<file path="config.mk">
export PLATFORM = sky130hd
export DESIGN_NAME = modem_ctl_unit
export DESIGN_NICKNAME = d
export VERILOG_FILES = /design/src/rtl/modem_pkg.sv /design/src/rtl/modem_sync.sv /design/src/rtl/modem_ctl_reg.sv /design/src/rtl/modem_delta.sv /design/src/rtl/modem_ctl_unit.sv
export SDC_FILE = /design/constraint.sdc
export NUM_CORES = 1
export LEC_CHECK = 0
export ABC_CLOCK_PERIOD_IN_PS = 2000
export BUFFER_PORTS_ARGS = -buffer_cell sky130_fd_sc_hd__buf_2
export CORE_MARGIN = 2
export CORE_UTILIZATION = 49
export CTS_CLUSTER_SIZE = 10
export DETAILED_ROUTE_END_ITERATION = 8
export PLACE_DENSITY_LB_ADDON = 0.12
export SETUP_SLACK_MARGIN = 0.2
export SLEW_MARGIN = 40
export SYNTH_ARGS = -nofsm -noshare
export SYNTH_HDL_FRONTEND = slang
export SYNTH_SLANG_ARGS = --single-unit
export TNS_END_PERCENT = 100
</file>
<file path="constraint.sdc">
create_clock -name clk -period 2 [get_ports clk]
set_input_delay 0.2 -clock clk [delete_from_list [all_inputs] [get_ports clk]]
set_output_delay 0.2 -clock clk [all_outputs]
set_load 0.02 [all_outputs]
</file>
<file path="src/rtl/modem_pkg.sv">
package modem_pkg;
   localparam int NLINES  = 4;
   localparam int LN_CTS  = 0;
   localparam int LN_DSR  = 1;
   localparam int LN_RI   = 2;
   localparam int LN_DCD  = 3;

   localparam int CTL_W   = 5;
   localparam int CB_DTR  = 0;
   localparam int CB_RTS  = 1;
   localparam int CB_OUT1 = 2;
   localparam int CB_OUT2 = 3;
   localparam int CB_LOOP = 4;

   localparam int STS_W   = 2 * NLINES;

   typedef logic [NLINES-1:0] line_vec_t;
   typedef logic [CTL_W-1:0]  ctl_vec_t;

   // Loop wiring: each status line takes the control bit paired with it.
   function automatic line_vec_t loop_map(input ctl_vec_t c);
      line_vec_t v;
      v[LN_CTS] = c[CB_RTS];
      v[LN_DSR] = c[CB_DTR];
      v[LN_RI]  = c[CB_OUT1];
      v[LN_DCD] = c[CB_OUT2];
      return v;
   endfunction
endpackage

</file>
<file path="src/rtl/modem_sync.sv">
module modem_sync #(
   parameter int STAGES  = 2,
   parameter int W       = 4,
   parameter logic RST_V = 1'b1
) (
   input  logic         clk,
   input  logic         rst_n,
   input  logic [W-1:0] d,
   output logic [W-1:0] q
);
   localparam int LAST = STAGES - 1;

   if (STAGES < 2) begin : g_bad_stages
      $error("modem_sync: STAGES must be at least 2");
   end
   if (W < 1) begin : g_bad_w
      $error("modem_sync: W must be positive");
   end

   logic [W-1:0] pipe [STAGES];

   for (genvar s = 0; s < STAGES; s++) begin : g_stage
      if (s == 0) begin : g_first
         always_ff @(posedge clk or negedge rst_n) begin
            if (!rst_n) pipe[0] <= {W{RST_V}};
            else        pipe[0] <= d;
         end
      end else begin : g_next
         always_ff @(posedge clk or negedge rst_n) begin
            if (!rst_n) pipe[s] <= {W{RST_V}};
            else        pipe[s] <= pipe[s-1];
         end
      end
   end

   assign q = pipe[LAST];
endmodule

</file>
<file path="src/rtl/modem_ctl_reg.sv">
module modem_ctl_reg
   import modem_pkg::*;
#(
   parameter int DATA_W = 8
) (
   input  logic              clk,
   input  logic              rst_n,
   input  logic              wr,
   input  logic [DATA_W-1:0] wdata,
   output ctl_vec_t          ctl,
   output logic              dtr_n,
   output logic              rts_n,
   output logic              out1_n,
   output logic              out2_n
);
   if (DATA_W < CTL_W) begin : g_bad_w
      $error("modem_ctl_reg: DATA_W narrower than control field");
   end

   ctl_vec_t ctl_r;
   logic     loop_on;
   logic     unused_hi;

   assign unused_hi = ^wdata[DATA_W-1:CTL_W];

   always_ff @(posedge clk or negedge rst_n) begin
      if (!rst_n)  ctl_r <= '0;
      else if (wr) ctl_r <= wdata[CTL_W-1:0];
   end

   assign loop_on = ctl_r[CB_LOOP];
   assign ctl     = ctl_r;

   // Pins are active low and forced inactive in loop mode.
   assign dtr_n  = ~(ctl_r[CB_DTR]  & ~loop_on);
   assign rts_n  = ~(ctl_r[CB_RTS]  & ~loop_on);
   assign out1_n = ~(ctl_r[CB_OUT1] & ~loop_on);
   assign out2_n = ~(ctl_r[CB_OUT2] & ~loop_on);

   AST_CTL_LOAD: assert property (@(posedge clk) disable iff (!rst_n)
      wr |=> ctl == $past(wdata[CTL_W-1:0]));
endmodule

</file>
<file path="src/rtl/modem_delta.sv">
module modem_delta #(
   parameter bit TRAIL_ONLY = 1'b0
) (
   input  logic clk,
   input  logic rst_n,
   input  logic src,
   input  logic rd,
   output logic lvl,
   output logic flag
);
   logic lvl_q;
   logic flag_q;
   logic hit;

   if (TRAIL_ONLY) begin : g_trail
      assign hit = lvl_q & ~src;
   end else begin : g_any
      assign hit = lvl_q ^ src;
   end

   always_ff @(posedge clk or negedge rst_n) begin
      if (!rst_n) begin
         lvl_q  <= 1'b0;
         flag_q <= 1'b0;
      end else begin
         lvl_q  <= src;
         flag_q <= (flag_q & ~rd) | hit;
      end
   end

   assign lvl  = lvl_q;
   assign flag = flag_q;

   AST_FLAG_HOLD: assert property (@(posedge clk) disable iff (!rst_n)
      (flag && !rd) |=> flag);
   AST_FLAG_CLEAR: assert property (@(posedge clk) disable iff (!rst_n)
      (rd && (lvl_q == src)) |=> !flag);
   AST_FLAG_KEEP: assert property (@(posedge clk) disable iff (!rst_n)
      (rd && hit) |=> flag);

   if (TRAIL_ONLY) begin : g_chk_trail
      AST_TRAIL_EDGE: assert property (@(posedge clk) disable iff (!rst_n)
         $rose(flag) |-> ($past(lvl) && !lvl));
   end else begin : g_chk_any
      AST_ANY_EDGE: assert property (@(posedge clk) disable iff (!rst_n)
         $rose(flag) |-> (lvl != $past(lvl)));
   end
endmodule

</file>
<file path="src/rtl/modem_ctl_unit.sv">
module modem_ctl_unit
   import modem_pkg::*;
#(
   parameter int SYNC_STAGES = 2,
   parameter int DATA_W      = 8
) (
   input  logic              clk,
   input  logic              rst_n,
   input  logic              ctl_wr,
   input  logic [DATA_W-1:0] wr_data,
   input  logic              sts_rd,
   input  logic              irq_en,
   output logic [DATA_W-1:0] ctl_q,
   output logic [DATA_W-1:0] sts_q,
   output logic              irq,
   input  logic              cts_n,
   input  logic              dsr_n,
   input  logic              ri_n,
   input  logic              dcd_n,
   output logic              dtr_n,
   output logic              rts_n,
   output logic              out1_n,
   output logic              out2_n
);
   if (DATA_W < STS_W) begin : g_bad_w
      $error("modem_ctl_unit: DATA_W narrower than status register");
   end

   ctl_vec_t  ctl;
   line_vec_t pins_n, sync_n, src, lvl, flag;

   assign pins_n[LN_CTS] = cts_n;
   assign pins_n[LN_DSR] = dsr_n;
   assign pins_n[LN_RI]  = ri_n;
   assign pins_n[LN_DCD] = dcd_n;

   modem_ctl_reg #(.DATA_W(DATA_W)) u_ctl (
      .clk(clk), .rst_n(rst_n), .wr(ctl_wr), .wdata(wr_data), .ctl(ctl),
      .dtr_n(dtr_n), .rts_n(rts_n), .out1_n(out1_n), .out2_n(out2_n)
   );

   modem_sync #(.STAGES(SYNC_STAGES), .W(NLINES), .RST_V(1'b1)) u_sync (
      .clk(clk), .rst_n(rst_n), .d(pins_n), .q(sync_n)
   );

   assign src = ctl[CB_LOOP] ? loop_map(ctl) : ~sync_n;

   for (genvar i = 0; i < NLINES; i++) begin : g_line
      modem_delta #(.TRAIL_ONLY(i == LN_RI)) u_delta (
         .clk(clk), .rst_n(rst_n), .src(src[i]), .rd(sts_rd),
         .lvl(lvl[i]), .flag(flag[i])
      );
   end

   assign sts_q = {{(DATA_W-STS_W){1'b0}}, lvl, flag};
   assign ctl_q = {{(DATA_W-CTL_W){1'b0}}, ctl};
   assign irq   = irq_en & (|flag);

   AST_LOOP_MIRROR: assert property (@(posedge clk) disable iff (!rst_n)
      (ctl[CB_LOOP] && $past(ctl[CB_LOOP])) |-> (lvl == loop_map($past(ctl))));
endmodule

</file>
# --- Yosys cells after proc, flatten, opt, wreduce, memory -nomap -nowiden ---
# Cells that the tools add are included.
totals:
  reg_bits: 21
  input_bits: 17
  output_inout_bits: 21
  word_cells: 38
op_classes:
  mux: 1
  n_bitwise: 25
  reduce_logical: 1
ops:
  columns: ["op", "count"]
  rows:
  - ["$and A1 B1 Y1", 10]
  - ["$not A1 Y1", 7]
  - ["$mux W4", 1]
  - ["$not A4 Y4", 1]
  - ["$or A1 B1 Y1", 4]
  - ["$reduce_or A4 Y1", 1]
  - ["$xor A1 B1 Y1", 3]

# --- Longest topological paths before layout ---
logic_depth:
  word_depth: 5
  ltp_mapped: 3
  depth_no_buf: 3

# --- Cells and area by module ---
# A second synthesis with hierarchy kept.
hier_totals:
  cells_unflattened: 59
  hier_area_um2: 792.0
modules_own_cells:
  columns: ["mod", "instances", "cells_per_inst", "area_each_um2"]
  rows:
  - ["modem_sync", 1, 12, 240.2]
  - ["modem_ctl_reg", 1, 14, 206.4]
  - ["modem_delta at g_line[0].u_delta ...", 3, 5, 67.6]
  - ["modem_ctl_unit", 1, 13, 72.6]
  - ["modem_delta at g_line[2].u_delta", 1, 5, 70.1]

# --- Worst setup path before layout ---
# OpenSTA, ideal clock, no wires.
synth_path:
  kind: "reg-to-reg"
  from: "register u_ctl.ctl_r[4] (netlist: u_ctl.ctl[4])"
  to: "register g_line[0].u_delta.flag_q"
  arrival_ns: 1.024
  required_time_ns: 1.921
  slack_ns: 0.896
  stages_incl_launch_ff: 4
  n_path_buf: 1
  period_less_slack_ns: 1.104
  path_cell_list: "dfrtp_1 -> buf_6 -> mux2i_2 -> mux2i_1"
synth_between:
  elab_chain_len: 3
synth_rtl:
  columns: ["item", "line_no", "text"]
  rows:
  - ["start, declared", "modem_ctl_reg.sv:20", "ctl_vec_t ctl_r;"]
  - ["start signal, assigned", "modem_ctl_reg.sv:28", "else if (wr) ctl_r <= wdata[CTL_W-1:0];"]
  - ["$mux W4", "modem_ctl_unit.sv:46", "assign src = ctl[CB_LOOP] ? loop_map(ctl) : ~sync_n;"]
  - ["net g_line[0].u_delta.src", "modem_delta.sv:6", "input logic src,"]
  - ["$xor A1 B1 Y1", "modem_delta.sv:18", "assign hit = lvl_q ^ src;"]
  - ["$or A1 B1 Y1", "modem_delta.sv:27", "flag_q <= (flag_q & ~rd) | hit;"]
  - ["end signal, assigned", "modem_delta.sv:27", null]
  - ["end, declared", "modem_delta.sv:12", "logic flag_q;"]
# The timed path passes the listed nets, and every way through them passes these cells.
# A chain may end at the register's enable or synchronous reset.

# --- Worst setup path in the final report ---
layout_path:
  from: "register g_line[1].u_delta.flag_q"
  to: "output port irq"
layout_between:
  elab_chain_len: 2
layout_rtl:
  columns: ["item", "line_no", "text"]
  rows:
  - ["start, declared", "modem_delta.sv:12", null]
  - ["start signal, assigned", "modem_delta.sv:27", null]
  - ["$reduce_or A4 Y1", "modem_ctl_unit.sv:57", "assign irq = irq_en & (|flag);"]
  - ["$and A1 B1 Y1", "modem_ctl_unit.sv:57", null]
  - ["end, declared", "modem_ctl_unit.sv:15", "output logic irq,"]
# No other way between the ends.

==> results.cfg <==
[clock_tree]
cts_tree = built
clkTransAtPathRegs_ns = 0.11
clock_latency_ns = 0.30
cts_root_buf = clkbuf_4
htreeDepth = 1
numCtsBuffers = 3
cts_sinks = 21
post_cts_resized = 0
clockBufferDepth = 2

[hold_path]
worstHoldStart = wr_data[1]
hold_depth = 3
hold_class = in -> reg
worstHoldEndpoint = u_ctl.ctl[1]$_DFFE_PN0P_

[global_routing]
grt_pass1_vias = 512
grt_pass1_wl_um = 2200
grt.overflow.total = 0
antenna_found_initial = 0
grt_max_degree = 22
grt_usage = 0.151

[synth]
ys_warn_count = 0
synthCells = 72
yosys.area.top_type_share = 0.370
synth_area_leader_cell = dfrtp_1
synth_cell_types = 18
syn_area_per_cell_um2 = 12.2
synth_area_um2 = 880
synth_seq_area_share = 0.609
yosys-top-cells-area = dfrtp_1, dfstp_2, buf_4, mux2i_2, mux2i_1
ys_ff_latch = 21

[sta]
period_needed_ns = 1.50
skew_ns = 0.00296
whs_ns = 0.109
slew_viol_final = 0
setup_tns_ns = 0
report.final.hold_viol_count = 0
rsz0062_at_grt = false
max_freq_ghz = 0.667
setup_viol = 0
period_share = 0.750

[floorplanning]
die_w_um = 46.4
io_pins = 38
initial_core_util = 0.515
core_area_mm2 = 0.00171
die_area_mm2 = 0.00215
rows = 15
die_h_um = 46.4

[critical_path]
cpMaxStageDelayCell = dfrtp_1
cp_max_fo = 3
worstRegToRegCells = 2
worst_path_largest_cell_delay_ns = 0.42
start_kind = flip-flop
path_class = reg -> out
cp.required_ns = 1.80
critPathCaptureType = output pin
reg2reg_setup_slack_ns = 0.79
worst-endpoint-arrival_ns = 1.30
r2r_start = u_ctl.ctl[4]$_DFFE_PN0P_
r2r_end = g_line[0].u_delta.flag$_DFF_PN0_
worstPathCellList = o41a_1 -> buf_2

[layout]
finalInstanceArea_mm2 = 0.00105
layout-area-overhead-vs-synth_pct = 19.5
antenna_cells = 0
final_nets = 119
utilization = 0.615
layout-drive-gt1-share = 0.475

[routing]
drt-wirelength-per-cell_um = 11.3
drt_first_iter_violations = 7
totalWireLength_um = 1430
drc = 0
vias = 554
postRouteAntennaNets = 0
vias_per_cell = 4.40
first_pass_iters = 4

[power_and_ir_drop]
power.leakage_nw = 0.507
peakVddDrop_uv = 544
power-per-cell-area_mw_per_mm2 = 868

[run]
cap_violations = 0

[placed_design]
dp_hpwl_um = 1060
port_buffers = 31
post_dp_cell_area_um2 = 975
gp_congestion = 0.712

[run_status]
status = completed
[area by class of cell]
type | count | area (um2)
clock buffer | 4 | 26.3
inverter | 6 | 22.5
timing repair buffer | 36 | 205
sequential | 21 | 536
tap | 25 | 31.3
multi-input combinational | 34 | 230
fill | 157 | 657
[cell families after synthesis]
group | count (synthesis) | share of synthesized area
buffers and inverters | 19 | 0.138
and+or+nand+nor | 17 | 0.101
AOI/OAI and AO/OA | 6 | 0.0427
muxes | 8 | 0.105
other | 1 | 0.00426
DFF | 21 | 0.609
[per-layer routing]
layer	global-route usage	wire, um
met5	0	0
met4	0.0857	11
met3	0.0392	64
met2	0.272	782
met1	0.156	568
[flip-flops by register name, summed over array words and instances, names as in the netlist]
signal	flops
g_line.u_delta.lvl	4
g_line.u_delta.flag	4
u_sync.pipe	4
u_ctl.ctl	5
u_sync.q	4
[report_power, final]
group | total [W] | leakage [nW] | internal [W] | switching (W)
Combinational | 0.000206 | 0.256 | 0.0000847 | 0.000121
Clock | 0.000200 | 0.0150 | 0.0000776 | 0.000122
Sequential | 0.000507 | 0.236 | 0.000474 | 0.0000333
Total | 0.000912 | 0.507 | 0.000636 | 0.000276
[what timing repair did]
item | in CTS | in global routing
endpoints found under the hold margin | 17 | 0
setup buffers | 0 | 0
hold buffers | 5 | 0
[worst max path at each step]
stage,start,endpoint,depth (start not counted)
floorplan,u_ctl.ctl[4]$_DFFE_PN0P_,g_line[0].u_delta.flag$_DFF_PN0_,3
global placement,u_ctl.ctl[4]$_DFFE_PN0P_,g_line[1].u_delta.flag$_DFF_PN0_,2
detailed placement,u_ctl.ctl[4]$_DFFE_PN0P_,g_line[3].u_delta.flag$_DFF_PN0_,2
CTS,g_line[1].u_delta.flag$_DFF_PN0_,irq,2
global route,g_line[1].u_delta.flag$_DFF_PN0_,irq,2
finish,g_line[1].u_delta.flag$_DFF_PN0_,irq,2
[cells in the mapped netlist]
cell,count
mux2_1,1
nor2b_1,6
buf_2,1
o21ai_1,4
conb_1,1
dfstp_2,8
buf_6,1
nand2b_1,4
mux2i_1,4
o22ai_1,1
nand2_1,4
o41a_1,1
dfrtp_1,13
mux2i_2,3
inv_2,3
inv_1,3
nor2_1,3
buf_4,11
[critical path, delay by kind of cell, from the launching register on]
kind,cells,cell delay [ns]
DFF,1,0.42
AOI/OAI and AO/OA,1,0.42
buffers and inverters,1,0.16
[placed cells by master, fill, tap and decap left out]
cell type,instances
buf_2,31
clkbuf_1,1
clkbuf_4,3
conb_1,3
dfrtp_1,13
dfstp_2,8
dlygate4sd3_1,5
inv_1,3
inv_2,3
mux2_1,1
mux2i_1,4
mux2i_2,3
nand2_1,4
nand2b_1,4
nor2_1,3
nor2b_1,6
o21ai_1,4
o22ai_1,1
o41a_1,1
[metrics by stage]
step / worst slack (ns) / power [W] / instances
floorplan: 0.896 / 0.000682 / 74
global placement: 0.832 / 0.000708 / 117
detailed placement: 0.808 / 0.000717 / 117
CTS: 0.475 / 0.000925 / 126
global route: 0.450 / 0.000963 / 126
finish: 0.501 / 0.000912 / 126
(Power assumes the default switching activity.)
